<file path="src/rtl/alc_pkg.sv">
package alc_pkg;
  typedef enum logic [1:0] {
    REC_NONE    = 2'b00,
    REC_NORMAL  = 2'b01,
    REC_LIMITED = 2'b10,
    REC_RSVD    = 2'b11
  } rec_mode_e;
endpackage

</file>
<file path="src/rtl/alc_level_detect.sv">
module alc_level_detect #(
  parameter int SAMPLE_W = 16,
  localparam int MAG_W = SAMPLE_W - 1
) (
  input  logic [SAMPLE_W-1:0] smp_l,
  input  logic [SAMPLE_W-1:0] smp_r,
  input  logic [MAG_W-1:0]    atk_thr,
  input  logic [MAG_W-1:0]    rec_thr,
  input  logic                both_sel,
  output logic                over,
  output logic                quiet
);
  logic [1:0] hi;
  logic [1:0] lo;

  for (genvar c = 0; c < 2; c++) begin : g_ch
    logic [SAMPLE_W-1:0] s;
    logic [SAMPLE_W-1:0] neg;
    logic [MAG_W-1:0]    mag;
    assign s   = (c == 0) ? smp_l : smp_r;
    assign neg = -s;
    always_comb begin
      if (!s[SAMPLE_W-1])            mag = s[MAG_W-1:0];
      else if (s[MAG_W-1:0] == '0)   mag = '1;      // most negative code saturates
      else                           mag = neg[MAG_W-1:0];
    end
    assign hi[c] = (mag > atk_thr);
    assign lo[c] = (mag < rec_thr);
  end

  assign over  = both_sel ? (&hi) : (|hi);
  assign quiet = &lo;
endmodule

</file>
<file path="src/rtl/alc_interval_timer.sv">
module alc_interval_timer #(
  parameter int TIMER_W = 8
) (
  input  logic               clk,
  input  logic               rst_n,
  input  logic               clear,
  input  logic               tick,
  input  logic               load,
  input  logic [TIMER_W-1:0] load_val,
  output logic               expired
);
  logic [TIMER_W-1:0] count;

  always_ff @(posedge clk or negedge rst_n) begin
    if (!rst_n)                        count <= '0;
    else if (clear)                    count <= '0;
    else if (load)                     count <= load_val;
    else if (tick && count != '0)      count <= count - 1'b1;
  end

  assign expired = (count == '0);

  // while waiting, each valid sample consumes one slot of the interval
  assert_wait_count_R4: assert property (@(posedge clk) disable iff (!rst_n)
    (tick && !expired && !clear && !load) |=> (count == $past(count) - 1'b1));
endmodule

</file>
<file path="src/rtl/alc_offset_ctrl.sv">
module alc_offset_ctrl
  import alc_pkg::*;
#(
  parameter int GAIN_W      = 6,
  parameter int LIMIT_FLOOR = 2
) (
  input  logic              clk,
  input  logic              rst_n,
  input  logic              clear,
  input  logic              eval,
  input  logic              over,
  input  logic              quiet,
  input  logic [1:0]        rec_mode,
  input  logic [GAIN_W-1:0] max_off,
  output logic [GAIN_W-1:0] offset,
  output logic              step_dn,
  output logic              step_up
);
  localparam logic [GAIN_W-1:0] FLOOR_CODE = GAIN_W'(LIMIT_FLOOR);

  rec_mode_e         mode;
  logic              rec_ok;
  logic [GAIN_W-1:0] floor_v;

  assign mode = rec_mode_e'(rec_mode);

  always_comb begin
    rec_ok  = 1'b0;
    floor_v = '0;
    case (mode)
      REC_NORMAL:  rec_ok = 1'b1;
      REC_LIMITED: begin rec_ok = 1'b1; floor_v = FLOOR_CODE; end
      default:     rec_ok = 1'b0;
    endcase
  end

  assign step_dn = eval && over && (offset < max_off);
  assign step_up = eval && !over && quiet && rec_ok && (offset > floor_v);

  always_ff @(posedge clk or negedge rst_n) begin
    if (!rst_n)       offset <= '0;
    else if (clear)   offset <= '0;
    else if (step_dn) offset <= offset + 1'b1;
    else if (step_up) offset <= offset - 1'b1;
  end

  // the offset moves by at most one code per edge unless cleared
  assert_single_step_R2: assert property (@(posedge clk) disable iff (!rst_n)
    !clear |=> (offset == $past(offset) || offset == $past(offset) + 1'b1 ||
                offset == $past(offset) - 1'b1));
  // no-recovery policies never let the offset fall
  assert_no_recovery_R7: assert property (@(posedge clk) disable iff (!rst_n)
    (!clear && (rec_mode == REC_NONE || rec_mode == REC_RSVD)) |=> (offset >= $past(offset)));
  // an offset inside its bound stays inside it
  assert_offset_bound_R6: assert property (@(posedge clk) disable iff (!rst_n)
    (!clear && offset <= max_off) |=> (offset <= $past(max_off)));
  // clearing wins over any pending step
  assert_clear_wins_R11: assert property (@(posedge clk) disable iff (!rst_n)
    clear |=> (offset == '0));
  // no evaluated sample, no change
  assert_idle_hold_R12: assert property (@(posedge clk) disable iff (!rst_n)
    (!clear && !eval) |=> $stable(offset));
endmodule

</file>
<file path="src/rtl/stereo_alc.sv">
module stereo_alc #(
  parameter int SAMPLE_W    = 16,
  parameter int GAIN_W      = 6,
  parameter int TIMER_W     = 8,
  parameter int LIMIT_FLOOR = 2,
  localparam int MAG_W = SAMPLE_W - 1
) (
  input  logic                clk,
  input  logic                rst_n,
  input  logic                smp_valid,
  output logic                smp_ready,
  input  logic [SAMPLE_W-1:0] smp_left,
  input  logic [SAMPLE_W-1:0] smp_right,
  input  logic [MAG_W-1:0]    atk_thresh,
  input  logic [MAG_W-1:0]    rec_thresh,
  input  logic [TIMER_W-1:0]  atk_interval,
  input  logic [TIMER_W-1:0]  rec_interval,
  input  logic [1:0]          rec_mode,
  input  logic                both_sel,
  input  logic                alc_enable,
  input  logic                alc_restart,
  input  logic [GAIN_W-1:0]   init_gain_l,
  input  logic [GAIN_W-1:0]   init_gain_r,
  output logic [GAIN_W-1:0]   gain_l,
  output logic [GAIN_W-1:0]   gain_r
);
  logic              over, quiet, expired, eval, clear;
  logic              step_dn, step_up;
  logic [GAIN_W-1:0] offset, max_off;
  logic [GAIN_W-1:0] init_g [2];
  logic [GAIN_W-1:0] eff_g  [2];

  assign smp_ready = 1'b1;
  assign clear     = !alc_enable || alc_restart;
  assign eval      = smp_valid && expired;
  assign max_off   = (init_gain_l < init_gain_r) ? init_gain_l : init_gain_r;

  alc_level_detect #(.SAMPLE_W(SAMPLE_W)) u_level (
    .smp_l(smp_left), .smp_r(smp_right),
    .atk_thr(atk_thresh), .rec_thr(rec_thresh),
    .both_sel(both_sel), .over(over), .quiet(quiet)
  );

  alc_interval_timer #(.TIMER_W(TIMER_W)) u_timer (
    .clk(clk), .rst_n(rst_n), .clear(clear), .tick(smp_valid),
    .load(step_dn || step_up),
    .load_val(step_dn ? atk_interval : rec_interval),
    .expired(expired)
  );

  alc_offset_ctrl #(.GAIN_W(GAIN_W), .LIMIT_FLOOR(LIMIT_FLOOR)) u_offset (
    .clk(clk), .rst_n(rst_n), .clear(clear), .eval(eval),
    .over(over), .quiet(quiet), .rec_mode(rec_mode), .max_off(max_off),
    .offset(offset), .step_dn(step_dn), .step_up(step_up)
  );

  assign init_g[0] = init_gain_l;
  assign init_g[1] = init_gain_r;

  for (genvar c = 0; c < 2; c++) begin : g_gain
    assign eff_g[c] = (init_g[c] > offset) ? (init_g[c] - offset) : '0;
  end

  assign gain_l = eff_g[0];
  assign gain_r = eff_g[1];

  // an output never rises above its programmed start code
  assert_gain_cap_R5: assert property (@(posedge clk) disable iff (!rst_n)
    (gain_l <= init_gain_l) && (gain_r <= init_gain_r));
endmodule

</file>
<file path="config.mk">
export PLATFORM = sky130hd
export DESIGN_NAME = stereo_alc
export DESIGN_NICKNAME = d
export VERILOG_FILES = /design/src/rtl/alc_pkg.sv /design/src/rtl/alc_level_detect.sv /design/src/rtl/alc_interval_timer.sv /design/src/rtl/alc_offset_ctrl.sv /design/src/rtl/stereo_alc.sv
export SDC_FILE = /design/constraint.sdc
export NUM_CORES = 1
export LEC_CHECK = 0
export CAP_MARGIN = 20
export CORE_ASPECT_RATIO = 1.1
export CORE_MARGIN = 2
export CORE_UTILIZATION = 50
export DETAILED_ROUTE_END_ITERATION = 10
export DONT_BUFFER_PORTS = 1
export GPL_TIMING_DRIVEN = 0
export PLACE_DENSITY = 0.67
export SLEW_MARGIN = 5
export SYNTH_ARGS = -nofsm -noshare
export SYNTH_HDL_FRONTEND = slang
export SYNTH_SLANG_ARGS = --single-unit
export TNS_END_PERCENT = 30
</file>
<file path="constraint.sdc">
create_clock -name clk -period 3.66 [get_ports clk]
set_clock_uncertainty 0.05 [all_clocks]
set_input_delay 1.098 -clock clk [delete_from_list [all_inputs] [get_ports clk]]
set_output_delay 1.098 -clock clk [all_outputs]
set_load 0.05 [all_outputs]
</file>
==> summary.txt, run 1 <==
Floorplanning
  – Ports: 111
  – Core Area: between 0.007 and 0.008 sq mm
  – Die Y: a little under 100 um
  – Initial Utilization: 0.514
  – Die ar.: roughly 0.0088 sq mm
  – Die width: 89.7 um
  – Rows: 34

Logic synthesis
  – Post-synth cell types: just under 70
  – Mapped Cells: about 530
  – Post-synth EDFFs: 0
  – Number of synthesized register bits: 14
  – Avg Inst Size Synth: about 7.7 sq um
  – Main flop type after synthesis: dfrtp_1
  – Top cells by count, synth: 89 x ha_1, 56 x inv_1, 44 x a21oi_1, 44 x nand2_1, 27 x nor2_1
  – Top-area cell type share of the netlist area: 0.275
  – Largest cells by area after synthesis: ha_1 28%, dfrtp_1 8.7%, a21oi_1 5.4%, inv_1 5.2%, xor2_1 4.5%
  – Top-count cell post-synth: ha_1
  – YS warnings: 0
  – Synthesized area: between 0.004 and 0.005 sq mm
  – Area leader, netlist: ha_1
  – Sequential-to-total area share from yosys stat: 0.0866
  – Asr flop ratio synth: 1.00
  – Net Count, Synth: 718

Placement
  – Placement-stage worst setup slack: -2.71 ns
  – RePlAce Congestion: around 0.9
  – Final HPWL DP: slightly above 9000 um
  – PortBufs: 0

Status
  – Failing checks: setup timing
  – Status: complete, but fails checks

Detailed routing
  – Final WL: between 10000 and 15000 um
  – DRT Pass-1 Iters: 4
  – Final antenna-violating net count: 0
  – Wire per inst: approximately 17 um
  – Via density: ~6.0
  – # DRC: 0
  – Via Count: 3949
  – Starting DRT DRC Count: 116

Clocking
  – Root Driver: clkbuf_8
  – CTS tree: yes
  – Reg clk slew, reported paths: about 0.07 ns
  – Total clock buffers created by CTS: 3
  – CTS Hold Bufs: 0
  – Worst-skew pair later-pin latency: ~0.25 ns
  – Clk buf depth: 2
  – Clk sink count: 14
  – H-tree depth: 1

Timing
  – Fin. max-slew vios: 0
  – Worst Tran Pin Value: around 0.79 ns
  – Max transition margin: 0.469
  – Fin crit period: a little under 6 ns
  – Period utilization: 1.59
  – Final-report hold violation count: 0
  – Setup-failing EPs final: 24
  – Max Clk Rate: between 150 and 200 MHz
  – Final WS setup: -2.17 ns
  – RSZ-0062 raised after global routing: yes
  – Final TNS setup: -25.00 ns

Setup path
  – Worst R2R End: u_offset.offset[5]
  – Reg2reg path depth: 13
  – Reg2Reg Setup Slack: around 0.35 ns
  – Arr. time, crit path: slightly below 6 ns
  – Critical Path Fanout Max: 4
  – Worst setup SP type: input pin
  – Crit path capture: u_offset.offset[5]
  – CP startpoint: smp_right[0]
  – Crit path kind: in -> reg
  – Kind of end point of the critical path: flip-flop
  – Worst Path Required: ~3.8 ns
  – R2R Path Start: u_offset.offset[3]

Global routing
  – Top Usage Layer GRT: met2
  – Met1 Use GR: 0.275
  – Vias in the first global route: around 4000
  – Global-route wire length before repair: ~18000 um
  – GRT Overall Usage: 0.243
  – Remaining global-route overflow: 0
  – Largest net degree at the start of global routing: 15
  – Antenna violations before repair: 0
  – Routing usage on met3: 0.0309
  – GR Util met2: 0.478

Power
  – Worst ir drop on vdd: 0.215 mV
  – PD cells: 431 mW/mm^2
  – Pwr Total: just over 2 mW
  – Lkg Pwr: about 2.3 nW

Layout
  – Share of layout cells above drive strength 1: 0.154
  – Final net count: roughly 740
  – Ant diodes: 0
  – Area added between synthesis and finish: 17.2%

Flow run
  – Max_cap viols: 0

Hold path
  – HP Class: in -> async
-- cells by family after synthesis --
| group | Yosys count | share of synthesized area |
|---|---|---|
| buffers and inverters | 68 | 0.0662 |
| XOR/XNOR | 34 | 0.0736 |
| AO/OA/AOI/OAI | 140 | 0.233 |
| adder cells (fa/ha/maj) | 93 | 0.293 |
| AND/OR/NAND/NOR | 167 | 0.219 |
| multiplexers | 11 | 0.0275 |
| flip-flops | 14 | 0.0866 |
| other | 1 | 0.000927 |
-- worst min-delay path by stage --
stage	start	to	slack [ns]
2_1_floorplan	u_offset.offset[4]	u_offset.offset[4]	0.52
3_3_place_gp	u_offset.offset[3]	u_offset.offset[3]	0.56
3_5_place_dp	u_offset.offset[3]	u_offset.offset[3]	0.57
4_1_cts	rst_n	u_offset.offset[0]	0.49
5_1_grt	rst_n	u_offset.offset[1]	0.47
6_report	rst_n	u_offset.offset[0]	0.48
-- stage by stage --
step | util | hold slack [ns] | std cells | area [sq um]
detailed placement | 0.547 | 0.569 | 636 | 4310
global route | 0.602 | 0.474 | 659 | 4740
finish | 0.602 | 0.485 | 659 | 4740
floorplan | - | 0.519 | 528 | 4170
global placement | 0.547 | 0.561 | 636 | 4310
CTS | 0.582 | 0.485 | 652 | 4580
-- cell usage in the layout, fill, tap and decap left out, types with 9 or more instances in the layout --
master,Yosys,routed
dfrtp_1,14,14
nor2_1,27,23
a21oi_1,44,38
nand4_1,11,11
buf_4,1,14
xnor2_1,13,11
xor2_1,21,21
and2_4,0,10
inv_1,56,54
o31ai_1,10,9
a21o_1,20,20
mux2i_1,10,10
nand2_1,44,44
nand3_1,18,17
ha_1,89,87
o21ai_0,23,17
-- final cells by class --
class                   count  area (sq um)
inverters                  57           265
plain buffers              11           101
fillers                   722          3130
repair buffers             19           188
well taps                 108           135
flip-flops and latches     14           350
multi-input cells         446          3640
clock buffers               4          55.1
-- sequential cells by signal, summed over array words and instances (netlist names) --
register,count
u_timer.count,8
u_offset.offset,6
-- timing repair --
action,4_1_cts,5_1_grt
gates cloned,1,1
endpoints found under the setup margin,26,26
pin swaps,18,10
gates resized for setup,44,25
buffers inserted,11,8
-- power breakdown --
part	internal, mW	total, mW	switching (mW)
clock	0.0955	0.159	0.0636
combinational	0.751	1.62	0.874
sequential	0.196	0.258	0.0624
-- metal layers --
layer  vias to the layer above  share of wire
met5                         -              0
met4                         0          0.020
met3                        18          0.040
met2                       100           0.54
met1                      1848           0.40
li1                       1983              -
-- critical path: stages --
cell,delay [ns]
clkinv_16,0.03
ha_4,0.12
or3b_4,0.37
or4_4,0.45
or4_4,0.46
o31ai_4,0.23
xor2_1,0.17
nand2_1,0.12
ha_1,0.31
nand4_1,0.15
nor2_2,0.07
o31a_1,0.10
o41a_1,0.36
maj3_2,0.36
nand3_4,0.11
buf_12,0.12
ha_4,0.18
a21o_1,0.18
a21oi_2,0.15
o21bai_1,0.08
a21oi_1,0.16
mux2i_1,0.21
mux2_1,0.33
Note: power is estimated with default switching activity, not from simulation.
==> inputs of run 2 (changes only) <==
--- a/config.mk
+++ b/config.mk
@@ -15,3 +15,3 @@
 export PLACE_DENSITY = 0.67
-export SLEW_MARGIN = 5
+export SLEW_MARGIN = 20
 export SYNTH_ARGS = -nofsm -noshare
--- a/constraint.sdc
+++ b/constraint.sdc
@@ -4,2 +4,2 @@
 set_output_delay 1.098 -clock clk [all_outputs]
-set_load 0.05 [all_outputs]
+set_load 0.005 [all_outputs]
==> run 2 against run 1 <==
Net effect:
- final area decreased by 0.71%
- register-to-register slack is essentially flat
- total power decreased by 9.4%
- setup slack worse by 0.0062 ns
- routed wire length fell by 0.37%
- fmax is 0.11% lower
- critical path type unchanged
- sequential share of layout area rose by 0.053 points
- highest routed layer unchanged
- the run still ends with setup timing left
- die area did not move
==> summary.txt, run 2 (same netlist as run 1, synthesis figures left out) <==
Status
  – Status: complete, but fails checks
  – Failing checks: setup timing

Global routing
  – Largest net degree at the start of global routing: 15 (unchanged)
  – GR Util met2: 0.473 (-0.00524)
  – Remaining global-route overflow: 0 (unchanged)
  – Vias in the first global route: 3934 (-0.58%)
  – Routing usage on met3: 0.0309 (unchanged)
  – Top Usage Layer GRT: met2
  – Met1 Use GR: 0.275 (+0.000473)
  – Antenna violations before repair: 0 (unchanged)
  – Global-route wire length before repair: 17900 um (-0.54%)
  – GRT Overall Usage: 0.242 (-0.00130)

Floorplanning
  – Ports: 111 (unchanged)
  – Initial Utilization: 0.514 (unchanged)
  – Core Area: 0.00787 sq mm (unchanged)
  – Rows: 34 (unchanged)
  – Die ar.: 0.00882 sq mm (unchanged)
  – Die width: 89.7 um (unchanged)
  – Die Y: 98.3 um (unchanged)

Detailed routing
  – Via Count: 3959 (+0.25%)
  – DRT Pass-1 Iters: 4 (unchanged)
  – # DRC: 0 (unchanged)
  – Via density: 6.01 (+0.25%)
  – Wire per inst: 16.8 um (-0.37%)
  – Starting DRT DRC Count: 88 (-24%)
  – Final antenna-violating net count: 0 (unchanged)
  – Final WL: 11000 um (-0.37%)

Power
  – Pwr Total: 1.85 mW (-9.4%)
  – PD cells: 393 mW/mm^2 (-8.8%)
  – Lkg Pwr: 2.27 nW (-0.91%)
  – Worst ir drop on vdd: 0.215 mV (about the same)

Layout
  – Most frequent cells in the layout: 87 x ha_1, 54 x inv_1, 44 x nand2_1, 38 x a21oi_1, 25 x nor2_1
  – Area added between synthesis and finish: 16.4%
  – Final net count: 742 (unchanged)
  – Most common cell after layout, fill and taps aside: ha_1
  – Multi-input combinational cell area: 0.00361 sq mm (-0.93%)
  – Non-Filler Instances: 659 (unchanged)
  – Ant diodes: 0 (unchanged)
  – Share of layout cells above drive strength 1: 0.132 (-0.0218)
  – Top Registers: u_timer.count: 8 flops, u_offset.offset: 6 flops
  – Fill cell count: 725 (+0.42%)
  – Largest register FFs: 8 (unchanged)
  – Most flop-heavy register: u_timer.count
  – FF+latch area: 350 sq um (unchanged)

Timing
  – Max Clk Rate: 171 MHz (-0.11%)
  – Fin. max-slew vios: 0 (unchanged)
  – Final-report hold violation count: 0 (unchanged)
  – WHS: 0.485 ns (+0.000603 ns)
  – Fin crit period: 5.84 ns (+0.00615 ns)
  – Final WS setup: -2.18 ns (-0.00615 ns)
  – Period utilization: 1.59 (+0.00168)
  – RSZ-0062 raised after global routing: yes
  – Max transition margin: 0.464 (-0.00591)
  – Setup-failing EPs final: 21 (-13%)
  – Worst Tran Pin Value: 0.798 ns (+0.00879 ns)

Setup path
  – CP max-delay cell: or4_4
  – Reg2Reg Setup Slack: 0.35 ns (about the same)
  – Worst path max stage delay: 0.46 ns (about the same)
  – Kind of end point of the critical path: flip-flop
  – Crit path kind: in -> reg
  – Crit-path cells: clkinv_16 -> ha_4 -> or3b_4 -> or4_4 -> or4_4 -> o31ai_4 -> xor2_1 -> nand2_1 -> ha_1 -> nand4_1 -> nor2_2 -> o31a_1 -> o41a_1 -> maj3_2 -> nand3_4 -> buf_12 -> ha_4 -> a21o_1 -> a21oi_2 -> o21bai_1 -> a21oi_1 -> mux2i_1 -> mux2_1
  – Arr. time, crit path: 5.92 ns (about the same)
  – Critical Path Fanout Max: 4 (unchanged)
  – Worst setup SP type: input pin
  – Worst Path Required: 3.75 ns (about the same)

Clocking
  – Clk sink count: 14 (unchanged)
  – Reg clk slew, reported paths: 0.07 ns (about the same)
  – CTS Hold Bufs: 0 (unchanged)
  – Worst-skew pair later-pin latency: 0.25 ns (about the same)
  – Clk buf depth: 2 (unchanged)
  – Total clock buffers created by CTS: 3 (unchanged)
  – CTS tree: yes
  – Root Driver: clkbuf_8
  – H-tree depth: 1 (unchanged)

Hold path
  – HP Class: in -> async

Placement
  – Placement-stage worst setup slack: -2.71 ns (unchanged)
  – Dpl cells: 636 (unchanged)
  – Final HPWL DP: 9140 um (unchanged)
  – PortBufs: 0 (unchanged)
  – RePlAce Congestion: 0.888 (unchanged)

Flow run
  – Max_cap viols: 0 (unchanged)
## run 2: through the flow
step                      TNS, ns  area (sq um)  utilization
after floorplan            -20.92          4170            -
after global placement     -28.14          4310        0.547
after detailed placement   -29.03          4310        0.547
after CTS                  -23.68          4550        0.578
after global routing       -27.92          4710        0.598
final                      -23.92          4710        0.598
## run 2: routing by layer
layer,share of wire,vias to the layer above
met3,0.044,18
met1,0.40,1844
met4,0.020,0
li1,-,1986
met2,0.54,111
met5,0,-
## run 2: final timing paths
path	start	end	depth (start not counted)
max	smp_right[0]	u_offset.offset[5]	23
min	rst_n	u_offset.offset[0]	0
max reg2reg	u_offset.offset[3]	u_offset.offset[5]	13
min reg2reg	u_offset.offset[4]	u_offset.offset[4]	2
max in group asynchronous	rst_n	u_timer.count[2]	0
min in group clk	u_offset.offset[4]	u_offset.offset[4]	2
## run 2: layout make-up
class,count,share of cell area
Multi-Input combinational cell,446,0.767
Sequential cell,14,0.0744
Inverter,57,0.0564
Timing Repair Buffer,19,0.0399
Tap cell,108,0.0287
Buffer,11,0.0215
Clock buffer,4,0.0117
## run 2: repair_timing
item	in CTS	in global routing
resized for setup	23	24
endpoints found under the setup margin	25	25
cloned	1	1
buffers inserted	11	8
pin swaps	17	10
## run 2: report_power, final
part	switching [mW]	internal (mW)
Sequential	0.0625	0.196
Combinational	0.717	0.716
Clock	0.0629	0.0955
Total	0.843	1.01
## run 2: critical path: cells and delay by family
family	cells	cell delay, ns
simple gates	7	1.73
compound gates	7	1.26
fa+ha+maj	4	0.95
mux	2	0.54
xor+xnor	1	0.17
buf+inv	2	0.15
